## src/rtl/cs_readout_pkg.sv

```systemverilog
package cs_readout_pkg;
    localparam int  CS_BITS_DEF    = 32;
    localparam int  FRAMES_DEF     = 192;
    localparam int  GAP_CYCLES_DEF = 1_200_000;
    localparam logic MARKER_LEVEL  = 1'b1;
endpackage

```

## src/rtl/csr_capture.sv

```systemverilog
module csr_capture #(
    parameter int CS_BITS = 32,
    parameter int FRAMES  = 192
) (
    input  logic               clk,
    input  logic               rst_n,
    input  logic               clr,
    input  logic               locked,
    input  logic               frame_stb,
    input  logic               blk_start,
    input  logic               cs_bit,
    output logic [CS_BITS-1:0] hold,
    output logic               valid
);
    localparam int IDX_W = $clog2(FRAMES);
    localparam int BIT_W = $clog2(CS_BITS);

    typedef struct packed {
        logic [CS_BITS-1:0] cap;
        logic [CS_BITS-1:0] hold;
        logic [IDX_W-1:0]   idx;
        logic               in_blk;
        logic               valid;
    } cap_t;

    cap_t cap_q, cap_d;

    always_comb begin
        cap_d = cap_q;
        if (clr) begin
            cap_d = '0;
        end else if (!locked) begin
            cap_d.in_blk = 1'b0;
            cap_d.idx    = '0;
        end else if (frame_stb) begin
            if (blk_start) begin
                cap_d.cap    = '0;
                cap_d.cap[0] = cs_bit;
                cap_d.idx    = IDX_W'(1);
                cap_d.in_blk = 1'b1;
            end else if (cap_q.in_blk) begin
                if (cap_q.idx < IDX_W'(CS_BITS)) begin
                    cap_d.cap[cap_q.idx[BIT_W-1:0]] = cs_bit;
                end
                if (cap_q.idx == IDX_W'(FRAMES - 1)) begin
                    cap_d.hold   = cap_q.cap;
                    cap_d.valid  = 1'b1;
                    cap_d.in_blk = 1'b0;
                    cap_d.idx    = '0;
                end else begin
                    cap_d.idx = cap_q.idx + IDX_W'(1);
                end
            end
        end
    end

    always_ff @(posedge clk or negedge rst_n) begin
        if (!rst_n) cap_q <= '0;
        else        cap_q <= cap_d;
    end

    assign hold  = cap_q.hold;
    assign valid = cap_q.valid;
endmodule

```

## src/rtl/csr_shifter.sv

```systemverilog
module csr_shifter
    import cs_readout_pkg::*;
#(
    parameter int CS_BITS = 32
) (
    input  logic               clk,
    input  logic               rst_n,
    input  logic               clr,
    input  logic               load,
    input  logic               shift,
    input  logic [CS_BITS-1:0] data,
    output logic               sdo
);
    typedef struct packed {
        logic [CS_BITS:0] sh;
    } sh_t;

    sh_t sh_q, sh_d;

    always_comb begin
        sh_d = sh_q;
        if (clr) begin
            sh_d.sh = '0;
        end else if (load) begin
            sh_d.sh = {data, MARKER_LEVEL};
        end else if (shift) begin
            sh_d.sh = {1'b0, sh_q.sh[CS_BITS:1]};
        end
    end

    always_ff @(posedge clk or negedge rst_n) begin
        if (!rst_n) sh_q <= '0;
        else        sh_q <= sh_d;
    end

    assign sdo = sh_q.sh[0];
endmodule

```

## src/rtl/csr_gap_timer.sv

```systemverilog
module csr_gap_timer #(
    parameter int GAP_CYCLES = 1_200_000
) (
    input  logic clk,
    input  logic rst_n,
    input  logic start,
    output logic violation
);
    localparam int CNT_W = $clog2(GAP_CYCLES + 1);
    localparam logic [CNT_W-1:0] GAP_MAX = CNT_W'(GAP_CYCLES);

    typedef struct packed {
        logic [CNT_W-1:0] cnt;
        logic             viol;
    } gap_t;

    gap_t gap_q, gap_d;

    always_comb begin
        gap_d      = gap_q;
        gap_d.viol = 1'b0;
        if (start) begin
            gap_d.viol = (gap_q.cnt < GAP_MAX);
            gap_d.cnt  = '0;
        end else if (gap_q.cnt < GAP_MAX) begin
            gap_d.cnt = gap_q.cnt + CNT_W'(1);
        end
    end

    always_ff @(posedge clk or negedge rst_n) begin
        if (!rst_n) begin
            gap_q.cnt  <= GAP_MAX;
            gap_q.viol <= 1'b0;
        end else begin
            gap_q <= gap_d;
        end
    end

    assign violation = gap_q.viol;
endmodule

```

## src/rtl/cs_status_readout.sv

```systemverilog
module cs_status_readout
    import cs_readout_pkg::*;
#(
    parameter int CS_BITS    = CS_BITS_DEF,
    parameter int FRAMES     = FRAMES_DEF,
    parameter int GAP_CYCLES = GAP_CYCLES_DEF
) (
    input  logic clk,
    input  logic rst_n,
    input  logic rx_locked,
    input  logic rx_error,
    input  logic frame_stb,
    input  logic blk_start,
    input  logic cs_bit,
    input  logic sel,
    input  logic latch_n,
    input  logic sclk,
    output logic sdo,
    output logic valid,
    output logic violation
);
    typedef struct packed {
        logic latch_q;
        logic sclk_q;
    } edge_t;

    edge_t edge_q, edge_d;

    logic               clr;
    logic               rd_start;
    logic               rd_shift;
    logic [CS_BITS-1:0] held;

    always_comb begin
        edge_d.latch_q = latch_n;
        edge_d.sclk_q  = sclk;
    end

    always_ff @(posedge clk or negedge rst_n) begin
        if (!rst_n) begin
            edge_q.latch_q <= 1'b1;
            edge_q.sclk_q  <= 1'b0;
        end else begin
            edge_q <= edge_d;
        end
    end

    assign clr      = rx_error & ~rx_locked;
    assign rd_start = sel & edge_q.latch_q & ~latch_n;
    assign rd_shift = sclk & ~edge_q.sclk_q;

    csr_capture #(.CS_BITS(CS_BITS), .FRAMES(FRAMES)) u_capture (
        .clk       (clk),
        .rst_n     (rst_n),
        .clr       (clr),
        .locked    (rx_locked),
        .frame_stb (frame_stb),
        .blk_start (blk_start),
        .cs_bit    (cs_bit),
        .hold      (held),
        .valid     (valid)
    );

    csr_shifter #(.CS_BITS(CS_BITS)) u_shifter (
        .clk   (clk),
        .rst_n (rst_n),
        .clr   (clr),
        .load  (rd_start),
        .shift (rd_shift),
        .data  (held),
        .sdo   (sdo)
    );

    csr_gap_timer #(.GAP_CYCLES(GAP_CYCLES)) u_gap (
        .clk       (clk),
        .rst_n     (rst_n),
        .start     (rd_start),
        .violation (violation)
    );
endmodule

```

## config.mk

```make
export PLATFORM = sky130hd
export DESIGN_NAME = cs_status_readout
export DESIGN_NICKNAME = d
export VERILOG_FILES = /design/src/rtl/cs_readout_pkg.sv /design/src/rtl/csr_capture.sv /design/src/rtl/csr_shifter.sv /design/src/rtl/csr_gap_timer.sv /design/src/rtl/cs_status_readout.sv
export SDC_FILE = /design/constraint.sdc
export NUM_CORES = 1
export LEC_CHECK = 0
export BUFFER_PORTS_ARGS = -buffer_cell sky130_fd_sc_hd__buf_4
export CAP_MARGIN = 25
export CORE_MARGIN = 2
export CORE_UTILIZATION = 67
export DETAILED_ROUTE_END_ITERATION = 6
export GPL_ROUTABILITY_DRIVEN = 0
export PLACE_DENSITY = 0.84
export SETUP_SLACK_MARGIN = 0.1
export SLEW_MARGIN = 5
export SYNTH_ARGS = -nofsm -noshare
export SYNTH_HDL_FRONTEND = slang
export SYNTH_SLANG_ARGS = --single-unit
```

## constraint.sdc

```tcl
create_clock -name clk -period 3.78 [get_ports clk]
set_input_delay 0.756 -clock clk [delete_from_list [all_inputs] [get_ports clk]]
set_output_delay 0.756 -clock clk [all_outputs]
set_load 0.01 [all_outputs]
```

Word-level counts from Yosys, hierarchy flattened
Index checks and enable logic that the tools add are counted.
Operators by class
  add/sub/neg operators: 2
  order comparisons: 4
  eq/ne operators: 4
  muxes and demuxes: 23
  bitwise logic cells: 7
  reduce and logical (&&, ||, !) cells: 12
Operators by type and width (number)
  2-to-1 mux 74 bit: 3
  2-to-1 mux 32 bit: 4
  2-to-1 mux 33 bit: 3
  2-to-1 mux 64 bit: 1
  2-to-1 mux 21 bit: 2
  bitwise mux 32 bit: 1
  adder 21 x 1 -> 21 bit, second input constant: 1
  less-than comparator 21 bit, second input constant: 1
  2-to-1 mux 9 bit: 2
  nonzero test 2 bit: 5
  nonzero test 3 bit: 3
  adder 8 x 1 -> 8 bit, second input constant: 1
  == test 8 bit, second input constant: 1
  less-than comparator 8 x 6 -> 1 bit, second input constant: 1
  2-to-1 mux 8 bit: 1
  less-than comparator 5 x 6 -> 1 bit, second input constant: 1
  demux 1 bit (select 5 bit): 1
  >= comparator 5 x 1 -> 1 bit, second input constant: 1
  AND reduction 5 bit: 1
  AND 1 bit: 4
  2-to-1 mux 1 bit: 4
  != test 4 x 1 -> 1 bit, second input constant: 1
  AND reduction 4 bit: 1
  != test 3 x 1 -> 1 bit, second input constant: 1
  5 further kinds: 7
Word-level totals
  flip-flop bits (word level): 131
  output and inout port bits: 3
  word-level logic and storage cells: 62

Longest topological paths before layout
  depth after elaboration: 11
  mapped depth: 8

Modules after synthesis
Synthesis repeated with hierarchy kept, for this count alone.
Second synthesis, totals
  cells, all modules: 702
  area total of the unflattened synthesis: 6869.1 um^2
Modules (own cells, without submodules)
  csr_capture: times used 1, cells each 426, area an instance 3732.3 um^2, seq. area each 1851.8 um^2
  csr_shifter: times used 1, cells each 146, area an instance 1860.5 um^2, seq. area each 825.8 um^2
  csr_gap_timer: times used 1, cells each 125, area an instance 1203.7 um^2, seq. area each 560.5 um^2
  cs_status_readout: times used 1, cells each 5, area an instance 72.6 um^2, seq. area each 51.3 um^2

Worst setup path after synthesis
No wires, ideal clock.
  path type: input to register
  from: in rx_locked
  to: reg u_capture.cap_q[46] in the netlist's numbering
  setup time: 69 ps
  arrival: 1944 ps
  data required time: 3711 ps
  setup slack: 1767 ps
  stages on the path: 8
  path buffers: 3
  path through: buf_2 -> nand2b_1 -> buf_2 -> nand3_1 -> nor2_1 -> and2_1 -> clkbuf_1 -> a32o_1
On the way
  word-level cells in the longest chain between the ends: 4
  elaborated cells on any way between the ends: 8
  classes of those cells: mux: 1; bitwise: 2; reduce/logical: 5
RTL lines
  start: declaration: RTL line cs_status_readout.sv:10  | input logic rx_locked,
  inverter 1 bit: RTL line cs_status_readout.sv:48  | assign clr = rx_error & ~rx_locked;
  AND 1 bit: RTL line cs_status_readout.sv:48
  nonzero test 3 bit (no line) / nonzero test 2 bit (equally long branches)
  AND reduction 4 bit (no line)
  end signal: assignment: RTL line csr_capture.sv:59  | else cap_q <= cap_d;
  end: declaration: RTL line csr_capture.sv:26  | cap_t cap_q, cap_d;
Parallel ways exist; a longest one is shown, timed or not.
A chain may end at the register's enable or synchronous reset.

Worst setup path in the final report
  from: reg u_capture.cap_q[4] in the netlist's numbering
  to: reg u_capture.cap_q, in the netlist u_capture.hold[4]
On the way
  word-level cells in the longest chain between the ends: 3
RTL lines
  == test 8 bit: RTL line csr_capture.sv:45  | if (cap_q.idx == IDX_W'(FRAMES - 1)) begin
  nonzero test 2 bit (no line)
  AND reduction 5 bit (no line)
Every way passes these cells.

==> impl_metrics.py <==
metrics = {
    "global_routing": {
        "grt_pass1_wl_mm": 23.6,
        "grt_usage_pct": 30.3,
        "overflow": 0,
        "antenna_found_initial": 0,
        "grt_pass1_vias": 4793,
        "grt_max_degree": 67,
    },
    "synth": {
        "synth_edf_count": 0,
        "syn-num-nets": 639,
        "syn_area_um2": 6130,
        "synth_seq_cells": 131,
        "synth_top_flop_cell": "dfrtp_1",
        "async_flop_share_pct": 100,
        "ys_seq_area_share_pct": 53.6,
        "synthCells": 624,
        "ys_warn_count": 0,
        "avgSynthCellArea_um2": 9.83,
        "ys_types": 53,
    },
    "sta": {
        "finalSetupViolCount": 0,
        "finalHoldViolCount": 0,
        "rsz0062_at_grt": "false",
        "final.setup.tns_ps": 0,
        "fmax_ghz": 0.383,
        "fin_crit_ps": 2610,
        "finalCritPeriodShare_pct": 69.0,
        "worst_pin_slew_ps": 852,
        "hold_ws_ps": 334,
        "max_slew_margin_pct": 43.2,
        "slew_viol_final": 0,
        "clock-skew-final_ps": 6.87,
    },
    "final_layout": {
        "layout.nets": 638,
        "seq_area_um2": 3290,
        "instances_no_fill": 744,
        "num-fill-cells": 563,
        "final_cell_mix": "nand2_1 (124), dfrtp_1 (122), o21ai_0 (55)",
        "num_antenna_cells": 0,
        "drive_above_1_share_pct": 12.1,
        "layout_commonest_cell": "nand2_1",
        "multi_input_area_um2": 2630,
        "area_growth_pct": 11.6,
    },
    "placed_design": {
        "dp_hpwl_mm": 8.62,
        "port_buffers": 12,
        "placed_cells": 711,
    },
    "clocking": {
        "cts_tree": "yes",
        "cts_buffers": 17,
        "cts.clk_slew.worst_paths_ps": 60,
        "post_cts_buffers": 0,
        "ctsResizeCount": 0,
        "cts_buffer_depth": 2,
        "cts-root-buf": "clkbuf_8",
        "cts_sinks": 131,
        "clk_latency_ps": 520,
        "cts_max_level": 4,
        "hold_buffers": 0,
    },
    "drt": {
        "viasPerCell": 6.58,
        "drt_iter0_markers": 406,
        "routedWlPerCell_um": 18.9,
        "routed-via-count": 4899,
        "wirelength_mm": 14.1,
        "dr.pass1.iters": 6,
        "drtAntennaViolNets": 0,
        "drc_errors": 0,
    },
    "worst_setup_path": {
        "end_kind": "flop",
        "slowest_delay_ps": 600,
        "crit_chain": "and3_1 > nand4_2 > nor3_4 > buf_4 > nand2_1 > a21oi_1",
        "slowest_stage": "nor3_4",
        "crit_arrival_ps": 3040,
        "cpLargestDelayFamily": "simple AND/OR/NAND/NOR gates",
        "crit_required_ps": 4210,
        "worstPathMaxFanout": 21,
        "path_buf_inv": 1,
        "critPathLaunchType": "flop",
        "path_class": "reg -> reg",
    },
    "worst_hold_path": {
        "hold_path.class": "in -> async",
    },
    "power": {
        "seqPwrFrac_pct": 45.1,
        "leakage_nw": 3.17,
        "clockPowerShare_pct": 48.5,
        "power_switching_mw": 0.788,
        "internal_power_mw": 2.46,
        "vdd.ir_drop.worst_mv": 0.334,
        "swShare_pct": 24.2,
        "powerDensity_nw_per_um2": 475,
        "power_frac_comb_pct": 6.4,
    },
    "die": {
        "core_um2": 8810,
        "boundaryPins": 13,
        "die_h_um": 99.7,
        "row_count": 34,
        "dieArea_um2": 9940,
        "start_util_pct": 69.7,
        "die_w_um": 99.7,
    },
    "status": {
        "status": "complete, no violations",
    },
    "run": {
        "drv_cap": 0,
    },
}
-- registers in the layout (all words and copies together) (netlist names) --
register and cells:
u_capture.cap_q 41, u_shifter.sh_q 33, u_capture.hold 32, u_gap.gap_q 21, edge_q 2, u_capture.valid 1
u_gap.violation 1
-- worst register-to-register path, stage by stage (launching register included) --
cell     delay (ps)
dfrtp_1         570
and3_1          490
nand4_2         260
nor3_4          600
buf_4           350
nand2_1         100
a21oi_1         160
-- Yosys cell counts, drive strengths merged (6+ instances only) --
| master | instances | area, um^2 |
|---|---|---|
| a21oi | 32 | 164 |
| a32o | 24 | 240 |
| and2 | 6 | 37.5 |
| buf | 20 | 113 |
| clkbuf | 23 | 87.6 |
| dfrtp | 122 | 3050 |
| dfstp | 9 | 236 |
| inv | 6 | 22.5 |
| mux2i | 31 | 310 |
| nand2 | 124 | 465 |
| nand3 | 48 | 240 |
| nand4 | 8 | 62.6 |
| nor2 | 32 | 120 |
| nor3 | 6 | 35.0 |
| o21ai | 57 | 297 |
| or3 | 6 | 37.5 |
| xor2 | 10 | 87.6 |
-- final cells by class --
cell class	count	share of cell area [%]
Tap cell	108	1.97
Inverter	6	0.329
Clock inverter	13	1.96
Sequential cell	131	48.1
Multi-Input combinational cell	444	38.4
Clock buffer	19	6.45
Timing Repair Buffer	23	2.81
-- kinds of logic after synthesis --
family                     share of synthesized area (%)
muxes                                               5.06
adders and majority gates                           1.02
AOI/OAI and AO/OA                                   15.0
xor gates and xnor gates                            2.14
buffers and inverters                               3.63
and+or+nand+nor                                     19.5
DFF                                                 53.6
-- power by group through the flow --
stage / sequential [mW] / combinational (mW) / clock (mW)
6_report: 1.47 / 0.209 / 1.58
2_1_floorplan: 1.48 / 0.123 / 0
5_1_grt: 1.47 / 0.233 / 1.65
4_1_cts: 1.46 / 0.207 / 1.59
3_5_place_dp: 1.49 / 0.205 / 0
3_3_place_gp: 1.49 / 0.194 / 0
-- routing by layer --
metal  wire length, um  global-route usage, %  vias to the layer above
met5                 0                      0                        -
met4               299                   11.2                        0
met2              6800                   47.6                      178
li1                  -                      -                     2221
met3               776                   7.73                       32
met1              6190                   41.5                     2468
-- stage by stage --
step / setup WS, ps / util (%) / area [um^2] / total power, mW
floorplan: 1770 / - / 6130 / 1.60
global route: 979 / 77.7 / 6850 / 3.35
finish: 1170 / 77.7 / 6850 / 3.25
CTS: 1110 / 77.6 / 6830 / 3.26
global placement: 1280 / 71.0 / 6250 / 1.68
detailed placement: 1160 / 71.0 / 6250 / 1.69
-- worst paths after layout --
path | from | endpoint | slack (ps) | cells past startpoint
max | u_capture.cap_q[4]$_DFFE_PN0P_ | u_capture.hold[4]$_DFFE_PN0P_ | 1170 | 6
max reg2reg | u_capture.cap_q[4]$_DFFE_PN0P_ | u_capture.hold[4]$_DFFE_PN0P_ | 1170 | 6
min | rst_n | u_capture.hold[23]$_DFFE_PN0P_ | 330 | 1
min reg2reg | u_shifter.sh_q[15]$_DFFE_PN0P_ | u_shifter.sh_q[15]$_DFFE_PN0P_ | 480 | 2
min in group clk | sclk | edge_q[0]$_DFF_PN0_ | 360 | 1
max in group asynchronous | rst_n | u_gap.gap_q[11]$_DFFE_PN1P_ | 2590 | 2
Note: power is estimated with default switching activity, not from simulation.
